`src/rtl/ramp_adc_pkg.sv`:
```
package ramp_adc_pkg;

  localparam int CRS_W   = 4;
  localparam int FINE_W  = 6;
  localparam int NUM_PIN = 4;

  typedef struct packed {
    logic                en;
    logic                fine;
    logic [NUM_PIN-1:0]  pin_en;
  } adc_ctrl_t;

  // Lowest-numbered set bit of the pin enable mask, 0 when empty.
  function automatic logic [1:0] first_pin(input logic [NUM_PIN-1:0] m);
    logic [1:0] r;
    r = 2'd0;
    for (int i = NUM_PIN - 1; i >= 0; i--) begin
      if (m[i]) r = 2'(i);
    end
    return r;
  endfunction

  // Read word layout for each mode.
  function automatic logic [7:0] pack_read(input logic fine,
                                           input logic [CRS_W-1:0] r1,
                                           input logic [CRS_W-1:0] r0,
                                           input logic [FINE_W-1:0] rf);
    return fine ? {2'b00, rf} : {r1, r0};
  endfunction

endpackage

```
`src/rtl/ramp_adc_ctrl_reg.sv`:
```
module ramp_adc_ctrl_reg
  import ramp_adc_pkg::*;
(
  input  logic       clk,
  input  logic       rst_n,
  input  logic       wr_en_i,
  input  logic [7:0] wr_data_i,
  output adc_ctrl_t  ctrl_o,
  output logic       restart_o
);

  logic unused_bits;
  assign unused_bits = ^wr_data_i[5:4];

  always_ff @(posedge clk) begin
    if (!rst_n) begin
      ctrl_o <= '0;
    end else if (wr_en_i) begin
      ctrl_o.en     <= wr_data_i[7];
      ctrl_o.fine   <= wr_data_i[6];
      ctrl_o.pin_en <= wr_data_i[3:0];
    end
  end

  assign restart_o = wr_en_i;

endmodule

```
`src/rtl/ramp_adc_sweep_timer.sv`:
```
module ramp_adc_sweep_timer
  import ramp_adc_pkg::*;
#(
  parameter int STEP_CRS  = 192,
  parameter int STEP_FINE = 192
) (
  input  logic        clk,
  input  logic        rst_n,
  input  adc_ctrl_t   ctrl_i,
  input  logic        restart_i,
  output logic [5:0]  code_o,
  output logic        half_o,
  output logic        step_end_o,
  output logic        sweep_end_o,
  output logic        active_o,
  output logic [1:0]  chan_o
);

  localparam int STEP_MAX = (STEP_CRS > STEP_FINE) ? STEP_CRS : STEP_FINE;
  localparam int SW       = $clog2(STEP_MAX + 1);
  localparam logic [5:0] TOP_CRS  = 6'((1 << CRS_W) - 1);
  localparam logic [5:0] TOP_FINE = 6'((1 << FINE_W) - 1);

  logic [SW-1:0] step_cnt;
  logic [SW-1:0] step_last;
  logic [5:0]    top_code;
  logic          run;

  assign step_last = ctrl_i.fine ? SW'(STEP_FINE - 1) : SW'(STEP_CRS - 1);
  assign top_code  = ctrl_i.fine ? TOP_FINE : TOP_CRS;
  assign run       = ctrl_i.en && (ctrl_i.fine ? (|ctrl_i.pin_en) : 1'b1);

  assign step_end_o  = run && (step_cnt == step_last);
  assign sweep_end_o = step_end_o && (code_o == top_code);
  assign active_o    = run && (ctrl_i.fine ? 1'b1 : ctrl_i.pin_en[{1'b0, half_o}]);
  assign chan_o      = ctrl_i.fine ? first_pin(ctrl_i.pin_en) : {1'b0, half_o};

  always_ff @(posedge clk) begin
    if (!rst_n || restart_i || !run) begin
      step_cnt <= '0;
      code_o   <= '0;
      half_o   <= 1'b0;
    end else if (step_end_o) begin
      step_cnt <= '0;
      if (code_o == top_code) begin
        code_o <= '0;
        if (!ctrl_i.fine) half_o <= ~half_o;
      end else begin
        code_o <= code_o + 6'd1;
      end
    end else begin
      step_cnt <= step_cnt + SW'(1);
    end
  end

  assert_step_bound_R3: assert property (@(posedge clk) disable iff (!rst_n)
    step_cnt <= step_last);

  assert_code_advance_R3: assert property (@(posedge clk) disable iff (!rst_n)
    (step_end_o && !sweep_end_o && !restart_i) |=> (code_o == $past(code_o) + 6'd1));

  assert_code_hold_R3: assert property (@(posedge clk) disable iff (!rst_n)
    (run && !step_end_o && !restart_i) |=> $stable(code_o));

  assert_half_flip_R5: assert property (@(posedge clk) disable iff (!rst_n)
    (sweep_end_o && !ctrl_i.fine && !restart_i) |=> (half_o != $past(half_o)));

  assert_coarse_range_R3: assert property (@(posedge clk) disable iff (!rst_n)
    (ctrl_i.en && !ctrl_i.fine) |-> (code_o <= TOP_CRS));

endmodule

```
`src/rtl/ramp_adc_peak_capture.sv`:
```
module ramp_adc_peak_capture
  import ramp_adc_pkg::*;
(
  input  logic              clk,
  input  logic              rst_n,
  input  adc_ctrl_t         ctrl_i,
  input  logic              restart_i,
  input  logic              step_end_i,
  input  logic              sweep_end_i,
  input  logic              active_i,
  input  logic              half_i,
  input  logic [5:0]        code_i,
  input  logic              cmp_i,
  output logic [CRS_W-1:0]  res_c0_o,
  output logic [CRS_W-1:0]  res_c1_o,
  output logic [FINE_W-1:0] res_f_o
);

  logic [5:0] best;
  logic [5:0] sweep_best;
  logic       hit_now;
  logic       commit;

  assign hit_now    = step_end_i && active_i && cmp_i;
  assign sweep_best = hit_now ? code_i : best;
  assign commit     = sweep_end_i && active_i && !restart_i;

  always_ff @(posedge clk) begin
    if (!rst_n || restart_i || !ctrl_i.en || sweep_end_i) begin
      best <= '0;
    end else if (hit_now) begin
      best <= code_i;
    end
  end

  always_ff @(posedge clk) begin
    if (!rst_n || !ctrl_i.en) begin
      res_c0_o <= '0;
      res_c1_o <= '0;
      res_f_o  <= '0;
    end else if (commit) begin
      if (ctrl_i.fine)  res_f_o  <= sweep_best;
      else if (half_i)  res_c1_o <= sweep_best[CRS_W-1:0];
      else              res_c0_o <= sweep_best[CRS_W-1:0];
    end
  end

  assert_best_behind_R4: assert property (@(posedge clk) disable iff (!rst_n)
    best <= code_i);

  assert_hold_c0_R6: assert property (@(posedge clk) disable iff (!rst_n)
    (ctrl_i.en && !commit) |=> ($stable(res_c0_o) && $stable(res_c1_o)));

  assert_hold_fine_R8: assert property (@(posedge clk) disable iff (!rst_n)
    (ctrl_i.en && !commit) |=> $stable(res_f_o));

  assert_clear_R1: assert property (@(posedge clk) disable iff (!rst_n)
    !ctrl_i.en |=> (res_c0_o == '0 && res_c1_o == '0 && res_f_o == '0));

endmodule

```
`src/rtl/ramp_adc_seq.sv`:
```
module ramp_adc_seq
  import ramp_adc_pkg::*;
#(
  parameter int REFRESH_CRS  = 6144,
  parameter int REFRESH_FINE = 12288
) (
  input  logic       clk,
  input  logic       rst_n,
  input  logic       wr_en_i,
  input  logic [7:0] wr_data_i,
  output logic [7:0] rd_data_o,
  output logic [5:0] ref_code_o,
  output logic [1:0] ref_chan_o,
  input  logic       cmp_i
);

  localparam int STEP_CRS  = REFRESH_CRS / (2 * (1 << CRS_W));
  localparam int STEP_FINE = REFRESH_FINE / (1 << FINE_W);

  adc_ctrl_t         ctrl;
  logic              restart;
  logic [5:0]        code;
  logic              half;
  logic              step_end;
  logic              sweep_end;
  logic              active;
  logic [CRS_W-1:0]  res_c0;
  logic [CRS_W-1:0]  res_c1;
  logic [FINE_W-1:0] res_f;

  ramp_adc_ctrl_reg u_ctrl (
    .clk       (clk),
    .rst_n     (rst_n),
    .wr_en_i   (wr_en_i),
    .wr_data_i (wr_data_i),
    .ctrl_o    (ctrl),
    .restart_o (restart)
  );

  ramp_adc_sweep_timer #(
    .STEP_CRS  (STEP_CRS),
    .STEP_FINE (STEP_FINE)
  ) u_timer (
    .clk         (clk),
    .rst_n       (rst_n),
    .ctrl_i      (ctrl),
    .restart_i   (restart),
    .code_o      (code),
    .half_o      (half),
    .step_end_o  (step_end),
    .sweep_end_o (sweep_end),
    .active_o    (active),
    .chan_o      (ref_chan_o)
  );

  ramp_adc_peak_capture u_capture (
    .clk         (clk),
    .rst_n       (rst_n),
    .ctrl_i      (ctrl),
    .restart_i   (restart),
    .step_end_i  (step_end),
    .sweep_end_i (sweep_end),
    .active_i    (active),
    .half_i      (half),
    .code_i      (code),
    .cmp_i       (cmp_i),
    .res_c0_o    (res_c0),
    .res_c1_o    (res_c1),
    .res_f_o     (res_f)
  );

  assign ref_code_o = active ? code : 6'd0;
  assign rd_data_o  = pack_read(ctrl.fine, res_c1, res_c0, res_f);

  assert_idle_ref_R1: assert property (@(posedge clk) disable iff (!rst_n)
    !ctrl.en |-> (ref_code_o == 6'd0));

  assert_suspend_ref_R8: assert property (@(posedge clk) disable iff (!rst_n)
    (ctrl.en && ctrl.fine && ctrl.pin_en == 4'd0) |-> (ref_code_o == 6'd0));

  assert_lowest_pin_R7: assert property (@(posedge clk) disable iff (!rst_n)
    (ctrl.en && ctrl.fine && ctrl.pin_en != 4'd0) |->
      (ctrl.pin_en[ref_chan_o] && ((ctrl.pin_en & ((4'd1 << ref_chan_o) - 4'd1)) == 4'd0)));

  assert_coarse_chan_R5: assert property (@(posedge clk) disable iff (!rst_n)
    (ctrl.en && !ctrl.fine) |-> (ref_chan_o[1] == 1'b0));

endmodule

```
`config.mk`:
```
export PLATFORM = sky130hd
export DESIGN_NAME = ramp_adc_seq
export DESIGN_NICKNAME = d
export VERILOG_FILES = /design/src/rtl/ramp_adc_pkg.sv /design/src/rtl/ramp_adc_ctrl_reg.sv /design/src/rtl/ramp_adc_sweep_timer.sv /design/src/rtl/ramp_adc_peak_capture.sv /design/src/rtl/ramp_adc_seq.sv
export SDC_FILE = /design/constraint.sdc
export NUM_CORES = 1
export LEC_CHECK = 0
export BUFFER_PORTS_ARGS = -buffer_cell sky130_fd_sc_hd__buf_4
export CORE_UTILIZATION = 29
export CTS_CLUSTER_DIAMETER = 150
export CTS_CLUSTER_SIZE = 24
export DETAILED_ROUTE_END_ITERATION = 12
export HOLD_SLACK_MARGIN = 0.08
export PLACE_DENSITY = 0.47
export RECOVER_POWER = 100
export SYNTH_ARGS = -nofsm -noshare
export SYNTH_HDL_FRONTEND = slang
export SYNTH_SLANG_ARGS = --single-unit
```
`constraint.sdc`:
```
create_clock -name clk -period 2.09 [get_ports clk]
set_clock_uncertainty 0.15 [all_clocks]
set_input_delay 0.418 -clock clk [delete_from_list [all_inputs] [get_ports clk]]
set_output_delay 0.418 -clock clk [all_outputs]
set_load 0.01 [all_outputs]
```
==> results_dict.tcl, run 1 <==
set metrics [dict create \
    grt_max_degree 15 \
    grt_util_all_layers 0.139 \
    preCtsSetupSlack_ns -0.0527 \
    failed_checks "setup timing" \
    drt_wl_total_mm 4.28 \
    slew_headroom 0.585 \
    start_kind "flip-flop" \
    clock.fmax_mhz 454 \
    synth_ff_type "dfxtp_1" \
    critPathKind "reg2out" \
    synth_seq_area_share 0.444 \
    fin_nets 267 \
    io_pins 28 \
    finalSetupViolCount 11 \
    rows 28 \
    antenna_found_initial 0 \
    yosysUniqueCellTypes 33 \
    crit_arrival_ns 1.63 \
    area_growth_syn_to_layout_pct 41.6 \
    crit_path_end_kind "output port" \
    first_global_vias 1377 \
    drive_gt1_frac 0.390 \
    routedWlPerCell_um 13.0 \
    peakVddDrop_mv 0.254 \
    yosys_register_bits 41 \
    drv_cap 0 \
    firstDrtPassIters 4 \
    hold_viol_final 0 \
    cts-htree-levels 2 \
    cts_buffers 5 \
    synth_area_leaders "dfxtp_1 (44%), mux2i_1 (6.5%), nor2_1 (5.5%)" \
    fp.dieArea_mm2 0.00670 \
    yosys.area.top_type_share 0.444 \
    synth_edf_count 0 \
    synth_area_mm2 0.00185 \
    root_buffer "clkbuf_8" \
    core_area_mm2 0.00603 \
    clock_sinks 41 \
    crit_required_ns 1.52 \
    min_period_over_period 1.05 \
    cp_cell_sequence "buf_6 -> or3_4 -> a21oi_4 -> nor2_4 -> and2_4 -> buf_6" \
    num-fill-cells 609 \
    worst_slack_ns -0.111 \
    die_y_um 81.9 \
    syn_nets 214 \
    insertion_delay_ns 0.30 \
    crit_buf_inv 2 \
    clockBufferDepth 2 \
    port_buffers 25 \
    status "finished, violations left" \
    routabilityCongestion 0.694 \
    p_per_area_mw_per_mm2 606 \
    worst_pin_slew_ns 0.622 \
    avgSynthCellArea_um2 9.25 \
    drc_errors 0 \
    min_path_type "in2reg" \
    layoutNonFillerInstCount 329 \
    p_leak_uw 0.00100 \
    start_util 0.307 \
    dpl.hpwl_mm 2.98 \
    cpPeakStageDelay_ns 0.34 \
    final_util 0.435 \
    final_common_cell "buf_4" \
    crit_slowest_cell "or3_4" \
    cp_common_cell "buf_6" \
    vias_per_cell 4.62 \
    rsz0062_at_grt "yes" \
    holdBufCountCts 0 \
    grt_overflow 0 \
    cp_max_fo 6 \
    final_cell_mix "buf_4 (40), dfxtp_1 (38), nor2_1 (26), a21oi_1 (16), buf_6 (12)" \
    dieWidth_um 81.9 \
    async_flop_share 0 \
    synth_area_leader_cell "dfxtp_1" \
    drt_iter0_drc 60 \
    clk_pin_slew_ns 0.09 \
    ys_warn_count 0 \
    cp_top_family "simple AND/OR/NAND/NOR gates" \
    slew_violations 0 \
    vias 1519 \
    dp_cells 314 \
    synthCells 200 \
    tritoncts "yes" \
    power_uw 1590 \
    ant_nets 0 \
    grt_pass1_wl_mm 6.79 \
    antennaDiodeCount 0 \
    fin_crit_ns 2.20 \
]
repair_timing:
action | CTS | global route
setup endpoints to repair | 13 | 23
buffers inserted | 9 | 4
pin swaps | 11 | 9
gates resized for setup | 24 | 27
path summary, 6_finish.rpt:
kind	from	to	cells after the start	slack, ns
setup / recovery	u_ctrl.ctrl_o[0]	ref_code_o[0]	6	-0.11
hold reg to reg	u_capture.best[5]	u_capture.best[5]	2	0.35
setup reg to reg	u_ctrl.ctrl_o[0]	u_capture.res_c0_o[1]	11	-0.05
hold / removal	wr_data_i[1]	u_ctrl.ctrl_o[1]	3	0.22
routing by layer:
metal	global-route usage	up-vias	wire length, um
met5	0	-	0
met4	0.0579	0	71
met3	0.0378	7	131
met2	0.213	15	1990
met1	0.182	702	2090
li1	-	795	-
report_power, final:
group | switching (uW) | total (uW) | internal (uW)
clock | 305 | 663 | 358
sequential | 6.08 | 794 | 788
combinational | 54.8 | 131 | 76.1
tightest hold or removal path, cell delays in order:
cell and delay [ns]:
buf_4 0.08, mux2i_1 0.05, nor2b_1 0.09
state kept, by name, indices dropped and copies added, names as in the netlist:
register            flops
u_capture.res_c1_o      4
u_capture.res_c0_o      4
u_timer.half_o          1
u_timer.code_o          6
u_ctrl.ctrl_o           6
u_capture.res_f_o       6
u_capture.best          6
u_timer.step_cnt        8
cell families (layout without fill, tap and decap cells):
logic type / Yosys count / after routing / synth area share
adders and majority gates: 2 / 2 / 0.0135
buffers and inverters: 11 / 65 / 0.0338
and+or+nand+nor: 78 / 78 / 0.226
muxes: 19 / 19 / 0.108
xor gates and xnor gates: 11 / 11 / 0.0521
AOI/OAI and AO/OA: 38 / 38 / 0.123
DFF: 41 / 41 / 0.444
per-stage QoR:
step / hold WS [ns] / cell area, um^2 / setup TNS (ns)
2_1_floorplan: 0.280 / 1850 / 0
3_3_place_gp: 0.326 / 2270 / -0.0380
3_5_place_dp: 0.337 / 2270 / -0.160
4_1_cts: 0.215 / 2500 / -0.901
5_1_grt: 0.225 / 2620 / -1.70
6_report: 0.216 / 2620 / -0.732
final cells by class:
| type | count | area (um^2) | share of cell area |
|---|---|---|---|
| sequential | 41 | 825 | 0.315 |
| clock buffer | 5 | 68.8 | 0.0263 |
| tap | 75 | 93.8 | 0.0358 |
| clock inverter | 3 | 46.3 | 0.0177 |
| timing repair buffer | 54 | 475 | 0.182 |
| multi-input combinational | 148 | 1100 | 0.419 |
| inverter | 3 | 11.3 | 0.00430 |
cells in the mapped netlist (4+ instances only):
| master | instances |
|---|---|
| dfxtp_1 | 41 |
| nor2_1 | 27 |
| a21oi_1 | 18 |
| o21ai_0 | 15 |
| mux2i_1 | 12 |
| nand2_1 | 9 |
| nor2b_1 | 9 |
| and2_1 | 7 |
| mux2_2 | 7 |
| nand3_1 | 6 |
| xor2_1 | 6 |
| xnor2_1 | 5 |
| and3_1 | 4 |
Note: power is estimated with default switching activity, not from simulation.
==> run 2: changes to the inputs <==
--- a/constraint.sdc
+++ b/constraint.sdc
@@ -4,2 +4,2 @@
 set_output_delay 0.418 -clock clk [all_outputs]
-set_load 0.01 [all_outputs]
+set_load 0.1 [all_outputs]
==> run 2 against run 1 <==
The flow still finishes with violations (setup timing). Register-to-register slack better by 0.21 ns. Count of clock-buffer cells in the layout increased by 1. Global-route usage increased by 0.079 points. Utilization decreased by 0.37 points. Critical path type unchanged. Critical endpoint is now ref_code_o[3]. Largest cell class unchanged.
==> results_dict.tcl, run 2 (same netlist as run 1, synthesis figures left out) <==
set metrics [dict create \
    power_uw 1580 \
    clockBufferDepth 2 \
    switching_share 0.217 \
    timing.rr.start "u_timer.step_cnt[6]" \
    critPathKind "reg2out" \
    vias 1528 \
    holdBufCountCts 0 \
    core_area_mm2 0.00603 \
    clkPwrFrac 0.421 \
    finalSetupViolCount 6 \
    slew_headroom 0.716 \
    drv_cap 0 \
    drc_errors 0 \
    grtUsageMet1 0.189 \
    start_util 0.307 \
    cts_buffers 5 \
    insertion_delay_ns 0.30 \
    tritoncts "yes" \
    port_buffers 25 \
    routedWlPerCell_um 12.6 \
    fin_crit_ns 2.18 \
    top_register "u_timer.step_cnt" \
    min_path_type "in2reg" \
    clock.fmax_mhz 459 \
    firstDrtPassIters 4 \
    grt_pass1_wl_mm 6.98 \
    min_period_over_period 1.04 \
    fp.dieArea_mm2 0.00670 \
    cts-htree-levels 2 \
    ant_nets 0 \
    largest_reg_flops 8 \
    area_growth_syn_to_layout_pct 40.4 \
    rrSetupSlack_ns 0.16 \
    combinationalPowerShare 0.074 \
    p_per_area_mw_per_mm2 609 \
    busiest_layer "met2" \
    reg2reg_to "u_capture.res_c0_o[0]" \
    grt_overflow 0 \
    hold_viol_final 0 \
    intPower_uw 1240 \
    grt_util_all_layers 0.140 \
    final_cell_mix "buf_4 (42), dfxtp_1 (35), nor2_1 (26), a21oi_1 (17), o21ai_0 (14)" \
    first_global_vias 1441 \
    hp-start "wr_data_i[6]" \
    reg2reg_depth 7 \
    grt_util_met2 0.206 \
    p_leak_uw 0.00101 \
    root_buffer "clkbuf_8" \
    start_kind "flip-flop" \
    met3_usage 0.0378 \
    drt_iter0_drc 82 \
    slew_violations 0 \
    rows 28 \
    routabilityCongestion 0.707 \
    antennaDiodeCount 0 \
    holdPathStages 3 \
    num-fill-cells 611 \
    dp_cells 317 \
    grt_max_degree 15 \
    vias_per_cell 4.66 \
    dieWidth_um 81.9 \
    drt_wl_total_mm 4.15 \
    worst_slack_ns -0.0898 \
    worst_pin_slew_ns 0.425 \
    antenna_found_initial 0 \
    fin_nets 266 \
    p_seq_frac 0.505 \
    clk_pin_slew_ns 0.08 \
    cp_max_fo 6 \
    p_sw_uw 342 \
    crit_path_end_kind "output port" \
    crit_arrival_ns 1.61 \
    worstSetupStartpoint "u_ctrl.ctrl_o[3]" \
    die_y_um 81.9 \
    failed_checks "setup timing" \
    status "finished, violations left" \
    drive_gt1_frac 0.368 \
    min_to "u_ctrl.ctrl_o[4]" \
    crit_required_ns 1.52 \
    clock_sinks 41 \
    rsz0062_at_grt "yes" \
    final_common_cell "buf_4" \
    peakVddDrop_mv 0.299 \
    io_pins 28 \
    dpl.hpwl_mm 3.00 \
    layoutNonFillerInstCount 328 \
]
## run 2: power groups by stage
stage	clock network [uW]	logic [uW]	registers (uW)
detailed placement	0	97.9	814
floorplan	0	59.3	813
global route	721	127	799
finish	666	117	798
CTS	692	109	796
global placement	0	98.1	815
## run 2: worst max-delay path by stage
| stage | slack [ns] | depth (start not counted) | to |
|---|---|---|---|
| floorplan | -0.41 | 3 | rd_data_o[6] |
| detailed placement | 0.04 | 5 | ref_code_o[3] |
| global placement | 0.05 | 5 | ref_code_o[3] |
| finish | -0.09 | 5 | ref_code_o[3] |
| global route | -0.14 | 5 | ref_code_o[0] |
| CTS | -0.13 | 5 | ref_code_o[3] |
## run 2: metal layers
layer / routed length (um) / share of wire / up-vias
li1: - / - / 790
met1: 2160 / 0.52 / 704
met4: 75 / 0.018 / 0
met5: 0 / 0 / -
met2: 1730 / 0.42 / 27
met3: 186 / 0.045 / 7
## run 2: layout make-up
type	count	area (um^2)	area share
clock buffer	6	82.6	0.0318
inverter	3	11.3	0.00434
timing repair buffer	53	518	0.200
tap	75	93.8	0.0361
sequential	41	828	0.319
clock inverter	2	37.5	0.0145
multi-input combinational	148	1020	0.395
## run 2: critical path: stages (launching register included)
cell	delay (ns)
dfxtp_2	0.33
or3_4	0.39
a21oi_4	0.20
nor2_4	0.07
and2_4	0.18
buf_12	0.16
## run 2: repair_timing
item | in CTS | in global routing
gates resized for setup | 30 | 11
pin swaps | 5 | 4
setup buffers | 3 | 0
setup endpoints to repair | 7 | 27
## run 2: per-stage QoR
stage	setup TNS [ns]	util	setup slack, ns	area [um^2]	hold WS (ns)
finish	-0.491	0.431	-0.0898	2600	0.233
global route	-0.817	0.431	-0.144	2600	0.244
CTS	-0.719	0.424	-0.132	2550	0.224
detailed placement	0	0.384	0.0355	2310	0.349
global placement	0	0.384	0.0480	2310	0.338
floorplan	-0.886	-	-0.408	1880	0.280
==> run 3: changes to the inputs <==
- PLACE_DENSITY: 0.47 -> 0.46
- SYNTH_HIERARCHICAL: not set -> 1
==> run 3 against run 2 <==
Clock power shrank 25%. Sequential power is 0.5% lower. Synthesized cell count up 0.50%. Flip-flop and latch count unchanged. Design area increased by 14%. Critical path depth stayed put. Die area increased by 14%. Maximum frequency shrank 4.7%. Non-clock buffer count rose by 16. The flow still finishes with violations (setup timing).
==> results_dict.tcl, run 3 <==
set metrics [dict create \
    largest_reg_flops 8 \
    crit_arrival_ns 1.72 \
    finalSetupViolCount 30 \
    crit_path_end_kind "output port" \
    timing.hold.ws_ns 0.231 \
    busiest_layer "met2" \
    holdBufCountCts 0 \
    synth_area_leader_cell "dfxtp_1" \
    synth-compound-area-share 0.154 \
    synth_area_leaders "dfxtp_1 (39%), a211oi_2 (8.3%), mux2i_1 (4.3%)" \
    async_flop_share 0 \
    root_buffer "clkbuf_8" \
    yosysUniqueCellTypes 50 \
    synthTopCellsByCount "dfxtp_1 (41), nor2_1 (24), a211oi_2 (14), a21oi_1 (14)" \
    tritoncts "yes" \
    top_register "u_timer/step_cnt" \
    clockBufferDepth 2 \
    dpl_cell_area_mm2 0.00266 \
    port_buffers 25 \
    synthXorXnorAreaFrac 0.0289 \
    postLayoutCellArea_mm2 0.00297 \
    min_path_type "in2reg" \
    critPathKind "reg2out" \
    start_kind "flip-flop" \
    firstDrtPassIters 4 \
    synth_top_family_by_area "simple AND/OR/NAND/NOR gates" \
    rows 30 \
    crit_required_ns 1.52 \
    seqCellArea_um2 828 \
    muxShareOfSynthArea 0.133 \
    io_pins 28 \
    yosys.area.top_type_share 0.387 \
    cpPeakStageDelay_ns 0.39 \
    rsz0062_at_grt "yes" \
    syn_nets 215 \
    synth_fa_ha_area_frac 0.0118 \
    num-fill-cells 717 \
    clock_sinks 41 \
    drive_gt1_frac 0.502 \
    fin_nets 282 \
    antenna_found_initial 0 \
    grt_overflow 0 \
    peakVddDrop_mv 0.198 \
    synthCells 201 \
    dieWidth_um 87.5 \
    crit_slowest_cell "or3b_4" \
    clk_pin_slew_ns 0.07 \
    drv_cap 0 \
    cp_top_family "simple AND/OR/NAND/NOR gates" \
    hold_viol_final 0 \
    cts_buffers 5 \
    routabilityCongestion 0.712 \
    vias 1665 \
    antennaDiodeCount 0 \
    synth_edf_count 0 \
    core_area_mm2 0.00691 \
    cts-htree-levels 2 \
    cp_cell_sequence "or3b_4 -> o31ai_4 -> nor2_4 -> and2_4 -> buf_12" \
    grtUsageMet1 0.186 \
    p_leak_uw 0.00111 \
    synth_ff_type "dfxtp_1" \
    slew_violations 0 \
    routedWlPerCell_um 12.9 \
    final_util 0.430 \
    area_growth_syn_to_layout_pct 40.3 \
    final_common_cell "buf_4" \
    ys_warn_count 6 \
    ant_nets 0 \
    p_per_area_mw_per_mm2 477 \
    failed_checks "setup timing" \
    cp_max_fo 9 \
    min_period_over_period 1.09 \
    crit_buf_inv 1 \
    status "finished, violations left" \
    insertion_delay_ns 0.29 \
    start_util 0.307 \
    yosys.area_share.simple 0.239 \
    synth_area_mm2 0.00212 \
    post-synth-top-count-cell "dfxtp_1" \
    grt_pass1_wl_mm 7.78 \
    grt_max_degree 15 \
    met3_usage 0.0265 \
    die_y_um 87.5 \
    drc_errors 0 \
    vias_per_cell 4.56 \
    drt_iter0_drc 50 \
    preCtsSetupSlack_ns -0.158 \
    fin_crit_ns 2.29 \
    clock.fmax_mhz 437 \
    grt_util_all_layers 0.134 \
    final_cell_mix "buf_4 (49), dfxtp_1 (37), nor2_1 (19), a211oi_2 (14), a21oi_1 (13)" \
    worst_slack_ns -0.198 \
    first_global_vias 1551 \
    avgSynthCellArea_um2 10.5 \
    slew_headroom 0.532 \
    worst_pin_slew_ns 0.702 \
    fp.dieArea_mm2 0.00765 \
    grt_util_met2 0.204 \
    synth_seq_area_share 0.387 \
    multi_input_area_mm2 0.00129 \
    yosys_register_bits 41 \
    drt_wl_total_mm 4.73 \
    dpl.hpwl_mm 3.28 \
]
-- run 3: cell types whose count changed in the layout (fill, tap and decap cells not counted), sizes merged, moves of 3 or more --
cell	delta
or4	+3
buf	+11
o21ai	-13
a21oi	-3
a211oi	+15
nand2	-3
xor2	-3
clkbuf	+5
nand3	+5
o31ai	+3
-- run 3: per-layer routing --
metal | vias to the layer above | part of all wire
li1 | 857 | -
met4 | 0 | 0.017
met1 | 775 | 0.52
met3 | 6 | 0.028
met2 | 27 | 0.43
met5 | - | 0
-- run 3: worst register-to-register path, stage by stage (launching register included) --
cell and delay, ns:
dfxtp_4 0.35, buf_6 0.12, or3_1 0.31, a2111o_1 0.42
nor2_4 0.12, nor4bb_4 0.27, buf_6 0.17, and2_4 0.18
a211oi_2 0.06
-- run 3: logic make-up after synthesis --
group,after synthesis
AO/OA/AOI/OAI,38
XOR/XNOR,7
adder cells (fa/ha/maj),2
buffers and inverters,11
flip-flops,41
multiplexers,20
AND/OR/NAND/NOR,82
-- run 3: final timing paths --
check                  startpoint                     to  slack (ns)  cells past startpoint
min reg2reg  u_capture/res_f_o[5]   u_capture/res_f_o[5]        0.37                      2
min                  wr_data_i[6]       u_ctrl/ctrl_o[4]        0.23                      3
max reg2reg      u_ctrl/ctrl_o[4]  u_capture/res_c0_o[2]       -0.17                      8
max              u_ctrl/ctrl_o[4]          ref_code_o[5]       -0.20                      5
-- run 3: final cells by class --
type                    count  share of cell area
multi-input cells         149               0.433
flip-flops and latches     41               0.279
repair buffers             69               0.218
well taps                  96              0.0404
clock buffers               6              0.0244
clock inverters             2             0.00337
inverters                   2             0.00253
-- run 3: report_power, final --
part / switching (uW) / leakage (uW) / internal, uW
clock network: 271 / 0.0000450 / 232
registers: 6.74 / 0.000334 / 787
logic: 63.4 / 0.000735 / 57.6
total: 341 / 0.00111 / 1080
-- run 3: repair_timing --
item	in CTS	in global routing
gates cloned	1	0
setup buffers	5	7
gates resized for setup	25	17
setup endpoints to repair	27	37
pin swaps	13	5
-- run 3: per-stage QoR --
step	total power, uW	setup TNS (ns)	cells
global route	1490	-6.41	365
finish	1420	-3.54	365
CTS	1440	-4.18	359
global placement	919	-3.16	345
detailed placement	920	-3.04	345
floorplan	881	-0.465	201
